### config.mk
export PLATFORM = sky130hd
export DESIGN_NAME = prio_slot_arb
export DESIGN_NICKNAME = d
export VERILOG_FILES = /design/src/rtl/prio_slot_arb_pkg.sv /design/src/rtl/prio_level_pick.sv /design/src/rtl/rr_group_pick.sv /design/src/rtl/slot_gap_ctrl.sv /design/src/rtl/prio_slot_arb.sv
export SDC_FILE = /design/constraint.sdc
export NUM_CORES = 1
export LEC_CHECK = 0
export ABC_CLOCK_PERIOD_IN_PS = 6500
export BUFFER_PORTS_ARGS = -buffer_cell sky130_fd_sc_hd__buf_2
export CORE_AREA = 2 2 120 122
export CTS_CLUSTER_SIZE = 28
export DETAILED_ROUTE_END_ITERATION = 8
export DIE_AREA = 0 0 122 124
export HOLD_SLACK_MARGIN = 0.1
export PLACE_DENSITY = 0.71
export RECOVER_POWER = 100
export REMOVE_ABC_BUFFERS = 1
export SLEW_MARGIN = 5
export SYNTH_ARGS = -nofsm -noshare
export SYNTH_HDL_FRONTEND = slang
export SYNTH_SLANG_ARGS = --single-unit
### constraint.sdc
create_clock -name clk -period 6.5 [get_ports clk]
set_input_delay 1.3 -clock clk [delete_from_list [all_inputs] [get_ports clk]]
set_output_delay 1.3 -clock clk [all_outputs]
set_load 0.02 [all_outputs]
### src/rtl/prio_slot_arb_pkg.sv
package prio_slot_arb_pkg;
  localparam int unsigned DEF_CLIENTS = 9;
  localparam int unsigned DEF_SLOT_W  = 12;

  typedef enum logic [1:0] {
    PICK_NONE   = 2'd0,
    PICK_STRICT = 2'd1,
    PICK_RR     = 2'd2
  } pick_e;
endpackage

### src/rtl/prio_level_pick.sv
module prio_level_pick #(
  parameter int unsigned N_CL  = 9,
  parameter int unsigned CID_W = 4
) (
  input  logic [N_CL-1:0]       cand,
  input  logic [N_CL*CID_W-1:0] level_map,
  output logic                  hit,
  output logic [N_CL-1:0]       win
);
  logic [N_CL-1:0] match [N_CL];

  // each level matches at most the single client whose ID it holds
  for (genvar p = 0; p < N_CL; p++) begin : g_level
    for (genvar c = 0; c < N_CL; c++) begin : g_client
      assign match[p][c] = cand[c] &&
                           (level_map[p*CID_W +: CID_W] == CID_W'(c));
    end
  end

  always_comb begin
    hit = 1'b0;
    win = '0;
    for (int p = N_CL - 1; p >= 0; p--) begin
      if (|match[p]) begin
        hit = 1'b1;
        win = match[p];
      end
    end
  end
endmodule

### src/rtl/rr_group_pick.sv
module rr_group_pick #(
  parameter int unsigned N_CL  = 9,
  parameter int unsigned PTR_W = 4
) (
  input  logic [N_CL-1:0]  cand,
  input  logic [PTR_W-1:0] start,
  output logic             hit,
  output logic [N_CL-1:0]  win,
  output logic [PTR_W-1:0] nxt_start
);
  logic [PTR_W:0]   idx;
  logic [PTR_W-1:0] win_idx;

  always_comb begin
    hit     = 1'b0;
    win     = '0;
    win_idx = '0;
    idx     = '0;
    for (int i = 0; i < N_CL; i++) begin
      idx = {1'b0, start} + (PTR_W+1)'(i);
      if (idx >= (PTR_W+1)'(N_CL)) idx = idx - (PTR_W+1)'(N_CL);
      if (!hit && cand[idx[PTR_W-1:0]]) begin
        hit     = 1'b1;
        win_idx = idx[PTR_W-1:0];
      end
    end
    if (hit) win[win_idx] = 1'b1;
    nxt_start = (win_idx == PTR_W'(N_CL - 1)) ? '0 : win_idx + 1'b1;
  end
endmodule

### src/rtl/slot_gap_ctrl.sv
module slot_gap_ctrl #(
  parameter int unsigned SLOT_W = 12
) (
  input  logic              clk,
  input  logic              rst_n,
  input  logic [SLOT_W-1:0] gap,
  input  logic              took_strict,
  input  logic              took_rr,
  output logic              rr_due
);
  logic [SLOT_W-1:0] cnt_q, cnt_d;
  logic              cnt_en;

  assign rr_due = (cnt_q >= gap);
  assign cnt_en = took_strict | took_rr;

  always_comb begin
    cnt_d = cnt_q;
    if (took_rr)                 cnt_d = '0;
    else if (cnt_q != '1)        cnt_d = cnt_q + 1'b1;
  end

  always_ff @(posedge clk or negedge rst_n) begin
    if (!rst_n)       cnt_q <= '0;
    else if (cnt_en)  cnt_q <= cnt_d;
  end
endmodule

### src/rtl/prio_slot_arb.sv
module prio_slot_arb
  import prio_slot_arb_pkg::*;
#(
  parameter int unsigned N_CL   = DEF_CLIENTS,
  parameter int unsigned SLOT_W = DEF_SLOT_W,
  localparam int unsigned CID_W = $clog2(N_CL),
  localparam int unsigned PTR_W = $clog2(N_CL)
) (
  input  logic                  clk,
  input  logic                  rst_n,
  input  logic [N_CL-1:0]       req,
  input  logic [N_CL-1:0]       wfq_block,
  input  logic [N_CL-1:0]       strict_sel,
  input  logic [N_CL*CID_W-1:0] prio_map,
  input  logic [SLOT_W-1:0]     rr_slot_gap,
  output logic [N_CL-1:0]       grant,
  output logic                  grant_vld
);
  logic [N_CL-1:0]  elig, sp_cand, rr_cand, sp_win, rr_win;
  logic             sp_hit, rr_hit, rr_due;
  logic [PTR_W-1:0] ptr_q, ptr_nxt;
  pick_e            pick;
  logic [N_CL-1:0]  gnt_d, gnt_q;
  logic             vld_q;

  assign elig    = req & ~wfq_block;
  assign sp_cand = elig & strict_sel;
  assign rr_cand = elig & ~strict_sel;

  prio_level_pick #(.N_CL(N_CL), .CID_W(CID_W)) u_sp (
    .cand(sp_cand), .level_map(prio_map), .hit(sp_hit), .win(sp_win)
  );

  rr_group_pick #(.N_CL(N_CL), .PTR_W(PTR_W)) u_rr (
    .cand(rr_cand), .start(ptr_q), .hit(rr_hit), .win(rr_win),
    .nxt_start(ptr_nxt)
  );

  slot_gap_ctrl #(.SLOT_W(SLOT_W)) u_gap (
    .clk(clk), .rst_n(rst_n), .gap(rr_slot_gap),
    .took_strict(pick == PICK_STRICT), .took_rr(pick == PICK_RR),
    .rr_due(rr_due)
  );

  always_comb begin
    if (rr_hit && (rr_due || !sp_hit)) pick = PICK_RR;
    else if (sp_hit)                   pick = PICK_STRICT;
    else                               pick = PICK_NONE;
    unique case (pick)
      PICK_RR:     gnt_d = rr_win;
      PICK_STRICT: gnt_d = sp_win;
      default:     gnt_d = '0;
    endcase
  end

  always_ff @(posedge clk or negedge rst_n) begin
    if (!rst_n) begin
      gnt_q <= '0;
      vld_q <= 1'b0;
    end else begin
      gnt_q <= gnt_d;
      vld_q <= (pick != PICK_NONE);
    end
  end

  always_ff @(posedge clk or negedge rst_n) begin
    if (!rst_n)              ptr_q <= '0;
    else if (pick == PICK_RR) ptr_q <= ptr_nxt;
  end

  assign grant     = gnt_q;
  assign grant_vld = vld_q;
endmodule

# --- Word-level counts from Yosys, hierarchy flattened ---
# Cells that the tools add are included.
word_totals:
  latchBits: 0
  ff_bits: 26
  memories: 0
  out_inout_bits: 10
  in_bits: 77
  mem_bits_rw: 0
  mem_bits_ro: 0
op_classes:
  n_div: 0
  reduce_logical: 122
  n_addsub: 19
  n_eq_ne: 76
  n_shift: 0
  order_cmp: 21
  bitwise: 6
  muxes: 72
  multipliers: 0
ops:
  columns: ["cell", "n"]
  rows:
  - ["$eq 4x3->1 const B", 36]
  - ["$logic_and 1x1->1", 91]
  - ["$mux 9", 10]
  - ["$reduce_or 9->1", 9]
  - ["$mux 4", 19]
  - ["$eq 4x2->1 const B", 18]
  - ["$lt 4x5->1 const B", 10]
  - ["$eq 4x4->1 const B", 10]
  - ["$ge 5x4->1 const B", 8]
  - ["$bmux 1 s4", 9]
  - ["$eq 4x1->1 const B", 9]
  - ["$logic_not 4->1", 9]
  - ["$sub 4x4->4 const B", 9]
  - ["$mux 1", 29]
  - ["$and 9x9->9", 3]
  - ["$mux 12", 2]
  - ["$add 4x3->5 const B", 4]
  - ["$not 9->9", 2]
  - ["$pmux 9 s2", 1]
  - ["$add 12x1->12 const B", 1]
  - ["$ge 12x12->1", 1]
  - ["$ne 12x12->1 const B", 1]
  - ["$add 4x2->5 const B", 2]
  - ["$logic_not 1->1", 9]
  - ["13 further kinds", 14]

# --- Depth between registers and ports, before layout ---
depth:
  word_depth: 36
  depth_mapped: 20
  ltp_nobuf: 18

# --- Cells and area by module ---
# Synthesis repeated with hierarchy kept, for this count alone.
unflattened:
  hier_cells: 1083
  hier_area_um2: 7793.7
by_module_without_submodules:
  columns: ["module", "cells_each", "area_each_um2", "instances"]
  rows:
  - ["rr_group_pick", 597, 3972.6, 1]
  - ["prio_level_pick", 331, 2187.1, 1]
  - ["slot_gap_ctrl", 105, 943.4, 1]
  - ["prio_slot_arb", 50, 690.7, 1]

# --- Worst setup path before layout ---
# OpenSTA, ideal clock, no wires.
synth_path:
  path_kind: "flip-flop to flip-flop"
  from: "register ptr_q[1]"
  to: "register ptr_q[3]"
  required_time_ps: 6410
  synth_period_minus_slack_ps: 4481
  setup_time_ps: 90
  stages_incl_launch_ff: 20
  setup_slack_ps: 2019
  arrival_ps: 4390
  path_cell_list: "dfrtp_1 -> clkbuf_1 -> inv_1 -> ha_1 -> buf_6 -> nand2b_4 -> a21oi_4 -> mux2i_1 -> mux4_2 -> a22oi_2 -> and4_1 -> buf_4 -> nand4_1 -> o221a_2 -> o211ai_1 -> inv_1 -> ha_1 -> nor3_1 -> o21ai_0 -> o221ai_1"
synth_between:
  elab_chain_len: 32
  word_cells_on_any_way: 93
  classes_between: "add/sub (18); order compare (9); eq/ne (2); mux (47); reduce/logical (17)"
synth_lines:
  columns: ["element", "line", "source"]
  rows:
  - ["start, declared", "prio_slot_arb.sv:21", "logic [PTR_W-1:0] ptr_q, ptr_nxt;"]
  - ["start signal, assigned", "prio_slot_arb.sv:68", "else if (pick == PICK_RR) ptr_q <= ptr_nxt;"]
  - ["parallel branches: the longest is 32 deep, another holds $add 4x1->5", null, null]
# Parallel ways; which one is timed is not known. The select of a mux whose other input is x is not followed.
# A chain may end at the register's enable or synchronous reset.

# --- Final worst setup path ---
layout_path:
  from: "register ptr_q[0]"
  to: "register ptr_q[0]"
# Same word-level chain as after synthesis.

==> results.md <==
- Setup-failing EPs final: 0
- Hold Path Stages: 2
- Post-DP HPWL: 18.4 mm
- Setup_tns: 0 ns
- Status: complete, no violations
- Critical Path RT: 6.65 ns
- Commonest non-fill, non-tap cell in the layout: nand2_1
- Vias in the first global route: approximately 6900
- Placer congestion estimate: 0.966
- Slew Limit Fails: 0
- Clk sink count: 26
- Die height: approximately 120 µm
- DRT iter0 DRCs: just over 1000
- Per-cell routed wire length: 20.9 µm
- Initial antenna violation count: 0
- # hold bufs at CTS: 0
- Global-route wire length before repair: roughly 37 mm
- Top cells by area, synth: dfrtp_1 (9.4%), ha_1 (6.9%), mux4_2 (6.8%)
- Final min period: 5.82 ns
- Post-cts resize count: 0
- WP data arrival: 5.96 ns
- TritonCTS clock tree: built
- R2r worst-path depth: 12
- Fin cells: ~1200
- Post-synthesis sequential area ratio: 0.0939
- FF-to-FF setup slack: 0.68 ns
- Startpoint types: flip-flop
- HP Class: reg2reg
- Clock Skews: roughly 0.0074 ns
- Post-Place Cell Area: 0.00742 mm²
- CTS H-tree depth: 1
- Top_reg_cell synth: dfrtp_1
- GR Util All Layers: 0.310
- Synth Warn #: 0
- FILL cells: around 1400
- Synth area leader: dfrtp_1
- Clock Pin Slew Worst Setup and Hold Paths: approximately 0.06 ns
- Worst r2r dst: ptr_q[0]
- #FFs+latches synth: 26
- FP Rows: 43
- Core area: between 0.01 and 0.015 mm²
- Hold slack: around 0.58 ns
- Avg Synthesized Cell Area: 7.47 µm²
- Maximum clock insertion buffer count: 2
- CP top delay family: simple AND/OR/NAND/NOR gates
- Synth unique cells: 105
- Total grt overflow: 0
- Share of the synthesized area in the top cell type: 0.0939
- Cell Area, Synth: 0.00693 mm²
- Final nets: 1091
- Die area: around 0.015 mm²
- Total CTS buffers: 3
- Initial Util: 0.505
- Placed instance count: 1151
- Vias per Instance: 6.92
- Hold Path Sink: u_gap.cnt_q[8]
- Fin crit share: 0.895
- Crit path capture type: flip-flop
- HP Start: u_gap.cnt_q[8]
- # Post-CTS Setup Buffers: 0
- Commonest non-fill, non-tap cells in the layout: nand2_1 (79), buf_2 (75), nor2_1 (69)
- CP Max Fanout: 25
- Buffers on Ports: 86
- Area grow syn2layout: 7.66%
- Pre-Repair DR Iteration Count: 5
- Worst flop-to-flop path startpoint: ptr_q[0]
- Die boundary width: approximately 120 µm
- Final wirelength: 24.2 mm
- Design Area, Final: between 0.007 and 0.008 mm²
- Post-DRT Antenna Nets: 0
- Layout cells sized above 1: 0.164
- Ant diodes: 0
- MaxCap Viol Count: 0
- Ys async rst share: 1.00
- Top-Level Pins: 87
- Later-pin clock latency in the skew report: 0.26 ns
- RSZ-0062 raised after global routing: no
- P per Cell Area: 547 mW/mm²
- VDD IR-drop max: 0.300 mV
- Leakage power: 3.02 nW
- Slowest library cell on the worst path: ha_1
- Clock Tree Root: clkbuf_16
- Cells along the critical path: inv_2 -> ha_1 -> inv_1 -> mux2i_1 -> mux4_2 -> a22oi_1 -> and4_1 -> nand4_1 -> nor4_2 -> nor2_2 -> buf_4 -> a31o_1
- Hold Vio Cnt, Final: 0
- Cell count after synthesis: 928
- Number of synthesized flops with an enable pin: 0
- # DRC: 0
- DR vias: approximately 8000
- Peak Freq: 0.172 GHz
- CP Buf/Inv Count: 3
- Worst Max-Slew Pin Slew: 1.37 ns
- Crit-path max cell delay: 0.82 ns
- Largest net degree at the start of global routing: 42
- Critical path type: reg2reg
- Relative max-transition margin: 0.0869
==> report_power, final <==
part           total [W]  internal (W)  switching, W  leakage (nW)
sequential      0.000248      0.000204     0.0000446         0.346
combinational    0.00369       0.00140       0.00230          2.63
clock           0.000136     0.0000838     0.0000522        0.0382
==> layer usage <==
metal  part of all wire  global-route usage
met1               0.44               0.458
met2               0.42               0.457
met3               0.11              0.0481
met4              0.034               0.101
met5                  0                   0
==> worst reg2reg max path: cells and delay by family, from the launching register on <==
family	cells	cell delay, ns
simple gates	4	1.55
flops	1	0.64
mux	2	1.10
fa+ha+maj	1	0.83
buf+inv	3	1.06
compound gates	2	0.51
==> synthesized netlist by cell type (6+ instances only) <==
library cell / instances
nand2_1: 79
nor2_1: 70
a21oi_1: 66
o21ai_0: 40
ha_1: 38
inv_1: 33
clkbuf_1: 32
nand3_1: 32
nor3_1: 32
dfrtp_1: 26
mux2i_1: 21
mux4_2: 21
a31oi_1: 18
nor2b_1: 18
o31ai_1: 18
nand2b_1: 16
xnor2_1: 16
buf_2: 14
nand3b_1: 14
a211oi_1: 13
a21o_1: 13
nor3b_1: 13
o211ai_1: 12
o21ai_1: 12
and3b_1: 11
o22ai_1: 11
and3_1: 10
nand4b_1: 10
and2_1: 9
nand4_1: 9
nor4_1: 9
or4_1: 9
a22oi_1: 8
nor4b_1: 8
o32ai_1: 8
or3_1: 7
o21a_1: 6
o21bai_1: 6
==> sequential cells by signal (all words and copies together) (netlist names) <==
signal / flops
grant_vld: 1
grant: 9
ptr_q: 4
u_gap.cnt_q: 12
==> area by class of cell <==
cell class	count	area, µm²	area share
clock buffer	4	78.8	0.0106
inverter	38	143	0.0191
multi-input combinational	809	5850	0.785
sequential	26	652	0.0874
tap	180	225	0.0302
timing repair buffer	98	507	0.0679
==> stage by stage <==
| stage | power (W) | setup WS, ns | utilization |
|---|---|---|---|
| 2_1_floorplan | 0.00302 | 0.767 | - |
| 3_3_place_gp | 0.00388 | 1.19 | 0.541 |
| 3_5_place_dp | 0.00389 | 1.01 | 0.541 |
| 4_1_cts | 0.00405 | 0.929 | 0.547 |
| 5_1_grt | 0.00440 | 0.212 | 0.544 |
| 6_report | 0.00408 | 0.685 | 0.544 |
==> logic make-up after synthesis <==
kind of cell	after synthesis	share of synthesized area
DFF	26	0.0939
xor gates and xnor gates	20	0.0275
AOI/OAI and AO/OA	314	0.322
muxes	46	0.105
and+or+nand+nor	391	0.324
buffers and inverters	93	0.0589
adders and majority gates	38	0.0686
==> how the worst max path moves through the flow <==
stage | cells after the start | to | start
after floorplan | 12 | grant[3] | ptr_q[0]
after global placement | 15 | ptr_q[3] | ptr_q[0]
after detailed placement | 15 | ptr_q[3] | ptr_q[0]
after CTS | 15 | ptr_q[3] | ptr_q[0]
after global routing | 12 | ptr_q[0] | ptr_q[0]
final | 12 | ptr_q[0] | ptr_q[0]
Power figures use the tool's default switching activity.
